==> src/rtl/dcg_pkg.sv <==
package dcg_pkg;

    typedef enum logic [1:0] {
        PG_WAIT    = 2'd0,
        PG_RESTART = 2'd1,
        PG_RUN     = 2'd2,
        PG_DOWN    = 2'd3
    } pg_state_e;

    typedef struct packed {
        logic t;
        logic c;
    } leg_pair_t;

    function automatic int unsigned cnt_w(input int unsigned n);
        return (n < 2) ? 1 : $clog2(n);
    endfunction

endpackage

==> src/rtl/dcg_sync.sv <==
module dcg_sync #(
    parameter int unsigned   W       = 1,
    parameter logic [W-1:0]  RST_VAL = '0
) (
    input  logic         clk_i,
    input  logic         rst_i,
    input  logic [W-1:0] d_i,
    output logic [W-1:0] q_o
);
    logic [W-1:0] s1_q, s2_q;

    always_ff @(posedge clk_i) begin
        if (rst_i) begin
            s1_q <= RST_VAL;
            s2_q <= RST_VAL;
        end else begin
            s1_q <= d_i;
            s2_q <= s1_q;
        end
    end

    assign q_o = s2_q;
endmodule

==> src/rtl/dcg_phase.sv <==
module dcg_phase
    import dcg_pkg::*;
#(
    parameter int unsigned HALF = 2
) (
    input  logic clk_i,
    input  logic rst_i,
    output logic ph_hi_o,
    output logic at_bndry_o
);
    localparam int unsigned PERIOD = 2 * HALF;
    localparam int unsigned CW     = cnt_w(PERIOD);

    logic [CW-1:0] cnt_q;

    always_ff @(posedge clk_i) begin
        if (rst_i)
            cnt_q <= '0;
        else if (cnt_q == CW'(PERIOD - 1))
            cnt_q <= '0;
        else
            cnt_q <= cnt_q + 1'b1;
    end

    assign ph_hi_o    = (cnt_q < CW'(HALF));
    assign at_bndry_o = (cnt_q == CW'(PERIOD - 1));


    phase_range_chk: assert property (@(posedge clk_i) disable iff (rst_i)
        32'(cnt_q) < PERIOD);


    bndry_then_high_chk: assert property (@(posedge clk_i) disable iff (rst_i)
        at_bndry_o |=> ph_hi_o);
endmodule

==> src/rtl/dcg_pwr_fsm.sv <==
module dcg_pwr_fsm
    import dcg_pkg::*;
#(
    parameter int unsigned RESTART_CYC = 30000
) (
    input  logic clk_i,
    input  logic rst_i,
    input  logic pg_s_i,
    output logic run_o,
    output logic pwrdn_o
);
    localparam int unsigned RW = cnt_w(RESTART_CYC);

    pg_state_e     state_q, state_d;
    logic          pg_prev_q;
    logic [RW-1:0] rcnt_q;
    logic          pg_rise;

    assign pg_rise = pg_s_i && !pg_prev_q;

    always_comb begin
        state_d = state_q;
        unique case (state_q)
            PG_WAIT:    if (pg_rise) state_d = PG_RESTART;
            PG_RESTART: begin
                if (!pg_s_i)                             state_d = PG_DOWN;
                else if (rcnt_q == RW'(RESTART_CYC - 1)) state_d = PG_RUN;
            end
            PG_RUN:     if (!pg_s_i) state_d = PG_DOWN;
            PG_DOWN:    if (pg_s_i)  state_d = PG_RESTART;
            default:    state_d = PG_WAIT;
        endcase
    end

    always_ff @(posedge clk_i) begin
        if (rst_i) begin
            state_q   <= PG_WAIT;
            pg_prev_q <= 1'b1;
            rcnt_q    <= '0;
        end else begin
            state_q   <= state_d;
            pg_prev_q <= pg_s_i;
            if (state_d == PG_RESTART && state_q != PG_RESTART)
                rcnt_q <= '0;
            else if (state_q == PG_RESTART)
                rcnt_q <= rcnt_q + 1'b1;
        end
    end

    assign run_o   = (state_q == PG_RUN);
    assign pwrdn_o = (state_q != PG_RUN);


    run_needs_pg_chk: assert property (@(posedge clk_i) disable iff (rst_i)
        (state_q == PG_RUN) |-> $past(pg_s_i));


    pg_fall_stops_chk: assert property (@(posedge clk_i) disable iff (rst_i)
        $fell(pg_s_i) |=> (state_q == PG_WAIT || state_q == PG_DOWN));


    restart_bound_chk: assert property (@(posedge clk_i) disable iff (rst_i)
        (state_q == PG_RESTART) |-> (32'(rcnt_q) < RESTART_CYC));


    wait_no_run_chk: assert property (@(posedge clk_i) disable iff (rst_i)
        (state_q == PG_WAIT) |=> (state_q != PG_RUN));
endmodule

==> src/rtl/dcg_lane.sv <==
module dcg_lane
    import dcg_pkg::*;
(
    input  logic      clk_i,
    input  logic      rst_i,
    input  logic      at_bndry_i,
    input  logic      ph_hi_i,
    input  logic      req_i,
    output leg_pair_t legs_o,
    output logic      run_o
);
    logic req_q;
    logic gate_q;

    always_ff @(posedge clk_i) begin
        if (rst_i) begin
            req_q  <= 1'b0;
            gate_q <= 1'b0;
        end else if (at_bndry_i) begin
            req_q  <= req_i;
            gate_q <= req_q;
        end
    end

    assign legs_o.t = ph_hi_i & gate_q;
    assign legs_o.c = ~ph_hi_i & gate_q;
    assign run_o    = gate_q;


    gate_at_bndry_chk: assert property (@(posedge clk_i) disable iff (rst_i)
        (gate_q != $past(gate_q)) |-> $past(at_bndry_i));


    start_high_chk: assert property (@(posedge clk_i) disable iff (rst_i)
        $rose(gate_q) |-> ph_hi_i);
endmodule

==> src/rtl/dcg_ctrl.sv <==
module dcg_ctrl
    import dcg_pkg::*;
#(
    parameter int unsigned NCH         = 4,
    parameter int unsigned HALF        = 2,
    parameter int unsigned RESTART_CYC = 30000
) (
    input  logic           clk_i,
    input  logic           rst_i,
    input  logic           pwrgd_i,
    input  logic [NCH-1:0] en_pin_n_i,
    input  logic [NCH-1:0] en_reg_i,
    output logic [NCH-1:0] clk_t_o,
    output logic [NCH-1:0] clk_c_o,
    output logic [NCH-1:0] run_o,
    output logic           pwrdn_o
);
    logic [NCH-1:0] pin_n_s, reg_s;
    logic           pg_s;
    logic           ph_hi, at_bndry;
    logic           pwr_run;

    dcg_sync #(.W(NCH), .RST_VAL('0)) pin_sync_i (
        .clk_i(clk_i), .rst_i(rst_i), .d_i(en_pin_n_i), .q_o(pin_n_s));

    dcg_sync #(.W(NCH), .RST_VAL('0)) reg_sync_i (
        .clk_i(clk_i), .rst_i(rst_i), .d_i(en_reg_i), .q_o(reg_s));

    dcg_sync #(.W(1), .RST_VAL(1'b1)) pg_sync_i (
        .clk_i(clk_i), .rst_i(rst_i), .d_i(pwrgd_i), .q_o(pg_s));

    dcg_pwr_fsm #(.RESTART_CYC(RESTART_CYC)) pwr_i (
        .clk_i(clk_i), .rst_i(rst_i), .pg_s_i(pg_s),
        .run_o(pwr_run), .pwrdn_o(pwrdn_o));

    dcg_phase #(.HALF(HALF)) phase_i (
        .clk_i(clk_i), .rst_i(rst_i),
        .ph_hi_o(ph_hi), .at_bndry_o(at_bndry));

    for (genvar g = 0; g < NCH; g++) begin : g_lane
        leg_pair_t legs;
        logic      req;

        assign req = pwr_run & reg_s[g] & ~pin_n_s[g];

        dcg_lane lane_i (
            .clk_i(clk_i), .rst_i(rst_i),
            .at_bndry_i(at_bndry), .ph_hi_i(ph_hi),
            .req_i(req), .legs_o(legs), .run_o(run_o[g]));

        assign clk_t_o[g] = legs.t;
        assign clk_c_o[g] = legs.c;


        legs_opposite_chk: assert property (@(posedge clk_i) disable iff (rst_i)
            run_o[g] |-> (clk_t_o[g] != clk_c_o[g]));
    end
endmodule

==> config.mk <==
export PLATFORM = sky130hd
export DESIGN_NAME = dcg_ctrl
export DESIGN_NICKNAME = d
export VERILOG_FILES = /design/src/rtl/dcg_pkg.sv /design/src/rtl/dcg_sync.sv /design/src/rtl/dcg_phase.sv /design/src/rtl/dcg_pwr_fsm.sv /design/src/rtl/dcg_lane.sv /design/src/rtl/dcg_ctrl.sv
export SDC_FILE = /design/constraint.sdc
export NUM_CORES = 1
export LEC_CHECK = 0
export CORE_MARGIN = 8
export CORE_UTILIZATION = 65
export CTS_CLUSTER_DIAMETER = 150
export CTS_CLUSTER_SIZE = 16
export DETAILED_ROUTE_END_ITERATION = 8
export DONT_BUFFER_PORTS = 1
export GPL_ROUTABILITY_DRIVEN = 0
export MAX_ROUTING_LAYER = met4
export PLACE_DENSITY = 0.8
export SYNTH_ARGS = -nofsm -noshare
export SYNTH_HDL_FRONTEND = slang
export SYNTH_SLANG_ARGS = --single-unit
==> constraint.sdc <==
create_clock -name clk_i -period 4 [get_ports clk_i]
set_clock_uncertainty 0.2 [all_clocks]
set_input_delay 0.4 -clock clk_i [delete_from_list [all_inputs] [get_ports clk_i]]
set_output_delay 0.4 -clock clk_i [all_outputs]
set_load 0.005 [all_outputs]
==> results of run 1 <==
## state kept, by name, indices dropped and copies added (netlist names)
signal	count
pwr_i.rcnt_q	15
g_lane.lane_i.req_q	4
g_lane.lane_i.run_o	4
pin_sync_i.q_o	4
pin_sync_i.s1_q	4
reg_sync_i.q_o	4
reg_sync_i.s1_q	4
phase_i.cnt_q	2
pwr_i.state_q	2
pg_sync_i.q_o	1
pg_sync_i.s1_q	1
pwr_i.pg_prev_q	1
## area by class of cell
type,count,share of cell area (%)
flip-flops and latches,46,46.85
multi-input cells,120,40.74
repair buffers,10,5.092
clock buffers,7,2.292
well taps,31,1.973
clock inverters,1,1.528
inverters,8,1.528
## cell families (layout without fill, tap and decap cells)
logic type | count (synthesis) | in the layout | synth area share, %
AND/OR/NAND/NOR | 89 | 89 | 29.04
flip-flops | 46 | 46 | 50.65
buffers and inverters | 19 | 26 | 5.299
XOR/XNOR | 13 | 13 | 6.263
AO/OA/AOI/OAI | 11 | 11 | 4.611
multiplexers | 5 | 5 | 2.753
adder cells (fa/ha/maj) | 2 | 2 | 1.376
## worst paths after layout
check / slack (ns) / depth (start not counted) / from / endpoint
setup / recovery: 1.73 / 3 / rst_i / reg_sync_i.s1_q[1]
hold / removal: 0.23 / 1 / pg_sync_i.s1_q / pg_sync_i.q_o
setup reg to reg: 2.09 / 5 / phase_i.cnt_q[1] / g_lane[1].lane_i.req_q
hold reg to reg: 0.23 / 1 / pg_sync_i.s1_q / pg_sync_i.q_o
## layer usage
metal	global-route usage (%)	wire length, um	vias up	share of wire, %
met5	-	0	-	0
met4	6.015	68	0	2.1
met3	3.877	162	9	5.1
met2	25.66	1609	32	51
met1	15.00	1327	604	42
li1	-	-	628	-
## cell usage in the layout (no fill, tap or decap), types with 4 or more instances in the layout
cell type / instances
nor3_1: 4
xnor2_1: 10
nand4_1: 4
nand2_1: 5
and2_1: 4
dfxtp_1: 46
mux2i_1: 5
clkbuf_4: 5
inv_1: 8
dlygate4sd3_1: 10
a32oi_1: 4
nor2_1: 24
nor4_1: 6
nor2b_1: 21
## per-stage QoR
step	std cells	setup slack (ns)	hold slack (ns)	power, uW
final	223	1.734	0.2265	802.3
after detailed placement	205	2.113	0.1985	536.6
after global routing	223	1.630	0.2645	837.1
after CTS	223	1.759	0.2290	810.5
after floorplan	185	2.493	0.1895	533.9
after global placement	205	2.203	0.1958	533.2
## report_power, final
part	internal [uW]	switching [uW]
registers	473	16.3
clock network	133	131
logic	25.0	24.2
total	631	171
==> metrics.cfg, run 1 <==
[finish]
regArea_sq_um = 920.9
area_growth_syn_to_layout_pct = 8.121
final.fill_count = 204
final_cell_area_sq_mm = 0.001966
multi_input_comb_area_sq_um = 800.8
finish.utilization_pct = 72.53
antennaDiodeCount = 0
design.final.nets = 204
drive_above_1_share_pct = 7.813

[power]
peakVddDrop_v = 0.0003334
p_per_area_mw_per_mm2 = 408.2
p_leak_uw = 0.0007420

[setup_path]
worst_setup_path_end_kind = flip-flop
worstPathMaxFanout = 32
worst_path_most_repeated_cell = dlygate4sd3_1
crit_type = in -> reg
worst_path_dominant_cell_family = buffers and inverters
arrival_ns = 2.30
crit_path_max_incr_delay_ns = 1.22
path_buf_inv = 2
cp_slowest_cell = dlygate4sd3_1
worst-endpoint-required_ns = 4.04
crit_path_cell_trace = dlygate4sd3_1 > nor2b_1 > dlygate4sd3_1
cp-start-kind = input port

[logic_synthesis]
synth.net_count = 198
postSynth.topFlopCell = dfxtp_1
ys_top_cells_by_area = dfxtp_1 (51%), nor2b_1 (7.2%), nor2_1 (5.0%), xnor2_1 (4.8%), mux2i_1 (2.8%)
yosysMostFrequentCell = dfxtp_1
post_synth_instance_area_sq_mm = 0.001818
synth_cell_types = 35
yosys_warnings = 0
ys_seq_area_share_pct = 50.65
post_synth_inst_count = 185
synth.ff_latch_count = 46
synth-edff-count = 0
async_flop_share_pct = 0
post-synth-top-area-cell = dfxtp_1
synth.top_cell.area_share_pct = 50.65
postSynthAreaPerCell_sq_um = 9.827
ys_top_cells_by_count = dfxtp_1 (46), nor2_1 (24), nor2b_1 (21)

[floorplan]
die_x_um = 68.89
die_area_sq_mm = 0.004745
io-pin-count = 24
placementRows = 19
dieHeight_um = 68.89
area_of_the_core_sq_mm = 0.002710
start_util_pct = 67.08

[sta]
grt_setup_unrepaired = false
max_slew.worst_pin.slew_ns = 1.032
final.min_clock_period_ns = 2.266
timing.final.max_slew_violations = 0
max_clock_freq_mhz = 441.3
timing_hold_violations_final = 0
setup_viol = 0
maxSlewHeadroom_pct = 30.95
min_period_over_period_pct = 56.66
setup_total_negative_slack_ns = 0

[clock_network]
post_cts.repair.setup_buffers = 0
cts_buffers = 5
worst_setup_hold_path_clk_slew_ns = 0.12
number_of_clock_sinks_seen_by_cts = 46
worst_skew_pair.late_latency_ns = 0.34
clock_tree_from_tritoncts = yes
htreeDepth = 2
cts.path.max_buffers = 2
cts_root_buf = clkbuf_4
post_cts.resized_instances = 0
cts_hold_repair.buffers = 10

[global_routing]
grt_pass1_vias = 1210
grt_first_pass_wirelength_mm = 5.147
grtUsageTotal_pct = 14.59
largest_net_degree_at_the_start_of_global_routing = 33
globalRoute.totalOverflow = 0
antenna_violations_before_repair = 0

[routing]
first_pass_iters = 4
postRouteAntennaNets = 0
drtIter0Drc = 51
drt-total-wl_mm = 3.167
num_vias = 1273
avgRoutedWirePerCell_um = 14.20
drc_errors = 0
detail_route.vias_per_cell = 5.709

[placed_design]
numPortBuffers = 0
placed_area_sq_mm = 0.001790
dp_hpwl_mm = 2.241

[flow_run]
cap_viol_max_count = 0

[outcome]
outcome = finished, final reports clean

[min_path]
hp-class = reg -> reg

(Power assumes the default switching activity.)
==> run 2, diff against run 1 <==
--- a/config.mk
+++ b/config.mk
@@ -6,14 +6,14 @@
 export NUM_CORES = 1
 export LEC_CHECK = 0
 export CORE_MARGIN = 8
-export CORE_UTILIZATION = 65
+export CORE_UTILIZATION = 61
 export CTS_CLUSTER_DIAMETER = 150
 export CTS_CLUSTER_SIZE = 16
 export DETAILED_ROUTE_END_ITERATION = 8
 export DONT_BUFFER_PORTS = 1
 export GPL_ROUTABILITY_DRIVEN = 0
 export MAX_ROUTING_LAYER = met4
-export PLACE_DENSITY = 0.8
+export PLACE_DENSITY = 0.76
 export SYNTH_ARGS = -nofsm -noshare
 export SYNTH_HDL_FRONTEND = slang
 export SYNTH_SLANG_ARGS = --single-unit
==> constraint.sdc (replaced) <==
create_clock -name clk_i -period 2.3 [get_ports clk_i]
set_clock_uncertainty 0.2 [all_clocks]
set_input_delay 0.23 -clock clk_i [delete_from_list [all_inputs] [get_ports clk_i]]
set_output_delay 0.23 -clock clk_i [all_outputs]
set_load 0.005 [all_outputs]
==> run 2 against run 1 <==
Utilization shrank 6.4 points. Via count is 4.5% lower. Largest cell class unchanged. Routed wire length decreased by 4.5%. Sequential cell count unchanged. Total power grew 63%. Sequential power grew 74%.
==> metrics.cfg, run 2 (synthesized netlist as in run 1, its figures left out) <==
[routing]
first_pass_iters = 4  ; unchanged
postRouteAntennaNets = 0  ; unchanged
detail_route.vias_per_cell = 5.404  ; -5.3%
drt-total-wl_mm = 3.023  ; -4.5%
num_vias = 1216  ; -4.5%
avgRoutedWirePerCell_um = 13.44  ; -5.4%
drtIter0Drc = 51  ; unchanged
drc_errors = 0  ; unchanged

[setup_path]
arrival_ns = 1.92  ; -0.38 ns
worst-endpoint-required_ns = 2.40  ; -1.64 ns
r2r_setup_slack_ns = 0.48  ; -1.61 ns
crit_path_max_incr_delay_ns = 0.47  ; -0.75 ns
path_buf_inv = 1  ; -1
worst_path_most_repeated_cell = nor2_1
crit_path_cell_trace = ha_1 > inv_1 > nor2_1 > a32oi_1 > nor2_1
cp-start-kind = flip-flop
cp_slowest_cell = dfxtp_1
worst_path_dominant_cell_family = flip-flops
worstPathMaxFanout = 9  ; -72%
worst_setup_path_end_kind = flip-flop
crit_type = reg -> reg

[min_path]
hp-class = reg -> reg

[power]
p_per_area_mw_per_mm2 = 668.0  ; +64%
internal_power_uw = 986.0  ; +56%
power_frac_seq_pct = 65.3  ; +4.3 points
switching_share_pct = 24.38  ; +3.0 points
combPwrFrac_pct = 6.4  ; +0.3 points
clock_power_share_pct = 28.4  ; -4.4 points
peakVddDrop_v = 0.0005230  ; +57%
p_leak_uw = 0.0007323  ; -1.3%
power.net_switching_uw = 317.8  ; +86%

[floorplan]
area_of_the_core_sq_mm = 0.002953  ; +9.0%
start_util_pct = 61.57  ; -5.5 points
io-pin-count = 24  ; unchanged
die_area_sq_mm = 0.004983  ; +5.0%
dieHeight_um = 70.59  ; +2.5%
die_x_um = 70.59  ; +2.5%
placementRows = 20  ; +1

[sta]
final.min_clock_period_ns = 1.823
setup_total_negative_slack_ns = 0  ; unchanged
maxSlewHeadroom_pct = 29.36  ; -1.6 points
timing_hold_violations_final = 0  ; unchanged
whs_ns = 0.2302  ; +0.003684 ns
timing.final.max_slew_violations = 0  ; unchanged
max_clock_freq_mhz = 548.5
max_slew.worst_pin.slew_ns = 1.056  ; +0.02378 ns
grt_setup_unrepaired = false
setup_viol = 0  ; unchanged
min_period_over_period_pct = 79.27

[global_routing]
grtUsageTotal_pct = 13.38  ; -1.2 points
grt_pass1_vias = 1155  ; -4.5%
antenna_violations_before_repair = 0  ; unchanged
globalRoute.totalOverflow = 0  ; unchanged
grt_first_pass_wirelength_mm = 5.188  ; +0.80%
largest_net_degree_at_the_start_of_global_routing = 33  ; unchanged

[finish]
multi_input_comb_area_sq_um = 800.8  ; unchanged
regArea_sq_um = 920.9  ; unchanged
drive_above_1_share_pct = 8.854  ; +1.0 points
antennaDiodeCount = 0  ; unchanged
final_cell_mix = dfxtp_1 (46), nor2_1 (24), nor2b_1 (21), xnor2_1 (10), dlygate4sd3_1 (10)
area_growth_syn_to_layout_pct = 7.364
final.fill_count = 255  ; +25%
largest_reg_by_ff_count = pwr_i.rcnt_q
most_common_cell_after_layout_fill_and_taps_aside = dfxtp_1
design.final.nets = 204  ; unchanged
max_ffs_per_register = 15  ; unchanged

[placed_design]
dp_hpwl_mm = 2.118  ; -5.5%
numPortBuffers = 0  ; unchanged

[clock_network]
clock_tree_from_tritoncts = yes
cts_buffers = 5  ; unchanged
htreeDepth = 2  ; unchanged
worst_setup_hold_path_clk_slew_ns = 0.13  ; about the same
cts_root_buf = clkbuf_4
cts_hold_repair.buffers = 10  ; unchanged
worst_skew_pair.late_latency_ns = 0.36  ; +0.02 ns
number_of_clock_sinks_seen_by_cts = 46  ; unchanged
cts.path.max_buffers = 2  ; unchanged
post_cts.resized_instances = 0  ; unchanged
post_cts.repair.setup_buffers = 0  ; unchanged

[outcome]
outcome = finished, final reports clean

[flow_run]
cap_viol_max_count = 0  ; unchanged

[run 2: power groups by stage]
| stage | registers [uW] | logic (uW) | clock network (uW) |
|---|---|---|---|
| final | 851 | 83.0 | 370 |
| after detailed placement | 869 | 62.9 | 0 |
| after floorplan | 854 | 74.8 | 0 |
| after global routing | 857 | 94.7 | 422 |
| after global placement | 866 | 60.5 | 0 |
| after CTS | 851 | 83.9 | 386 |
[run 2: area by class of cell]
type	instances	share of cell area [%]
Tap cell	33	2.115
Timing Repair Buffer	10	5.128
Sequential cell	46	47.18
Clock inverter	3	1.090
Inverter	8	1.538
Multi-Input combinational cell	120	41.03
Clock buffer	5	1.923
[run 2: stage by stage]
stage	area, sq um	cells	power (uW)	utilization, %	worst slack, ns
2_1_floorplan	1818	185	928.5	-	0.7926
3_3_place_gp	1793	207	927.0	60.72	0.5066
3_5_place_dp	1793	207	932.4	60.72	0.4556
4_1_cts	1952	225	1321	66.10	0.4205
5_1_grt	1952	225	1374	66.10	0.2901
6_report	1952	225	1304	66.10	0.4768
[run 2: routing by layer]
metal / track usage [%] / part of all wire (%) / up-vias
li1: - / - / 627
met1: 13.50 / 44 / 565
met2: 22.37 / 49 / 22
met3: 6.497 / 6.5 / 2
met4: 4.157 / 0.26 / 0
met5: - / 0 / -
[run 2: final timing paths]
check / from / end / cells past startpoint
worst max-delay path: phase_i.cnt_q[1] / g_lane[1].lane_i.req_q / 5
worst min-delay path: pg_sync_i.s1_q / pg_sync_i.q_o / 1
worst max register to register: phase_i.cnt_q[1] / g_lane[1].lane_i.req_q / 5
worst min register to register: pg_sync_i.s1_q / pg_sync_i.q_o / 1
[run 2: worst register-to-register path, cell delays in order, from the launching register on]
cell and delay (ns):
dfxtp_1 0.47, ha_1 0.41, inv_1 0.17, nor2_1 0.28
a32oi_1 0.15, nor2_1 0.09
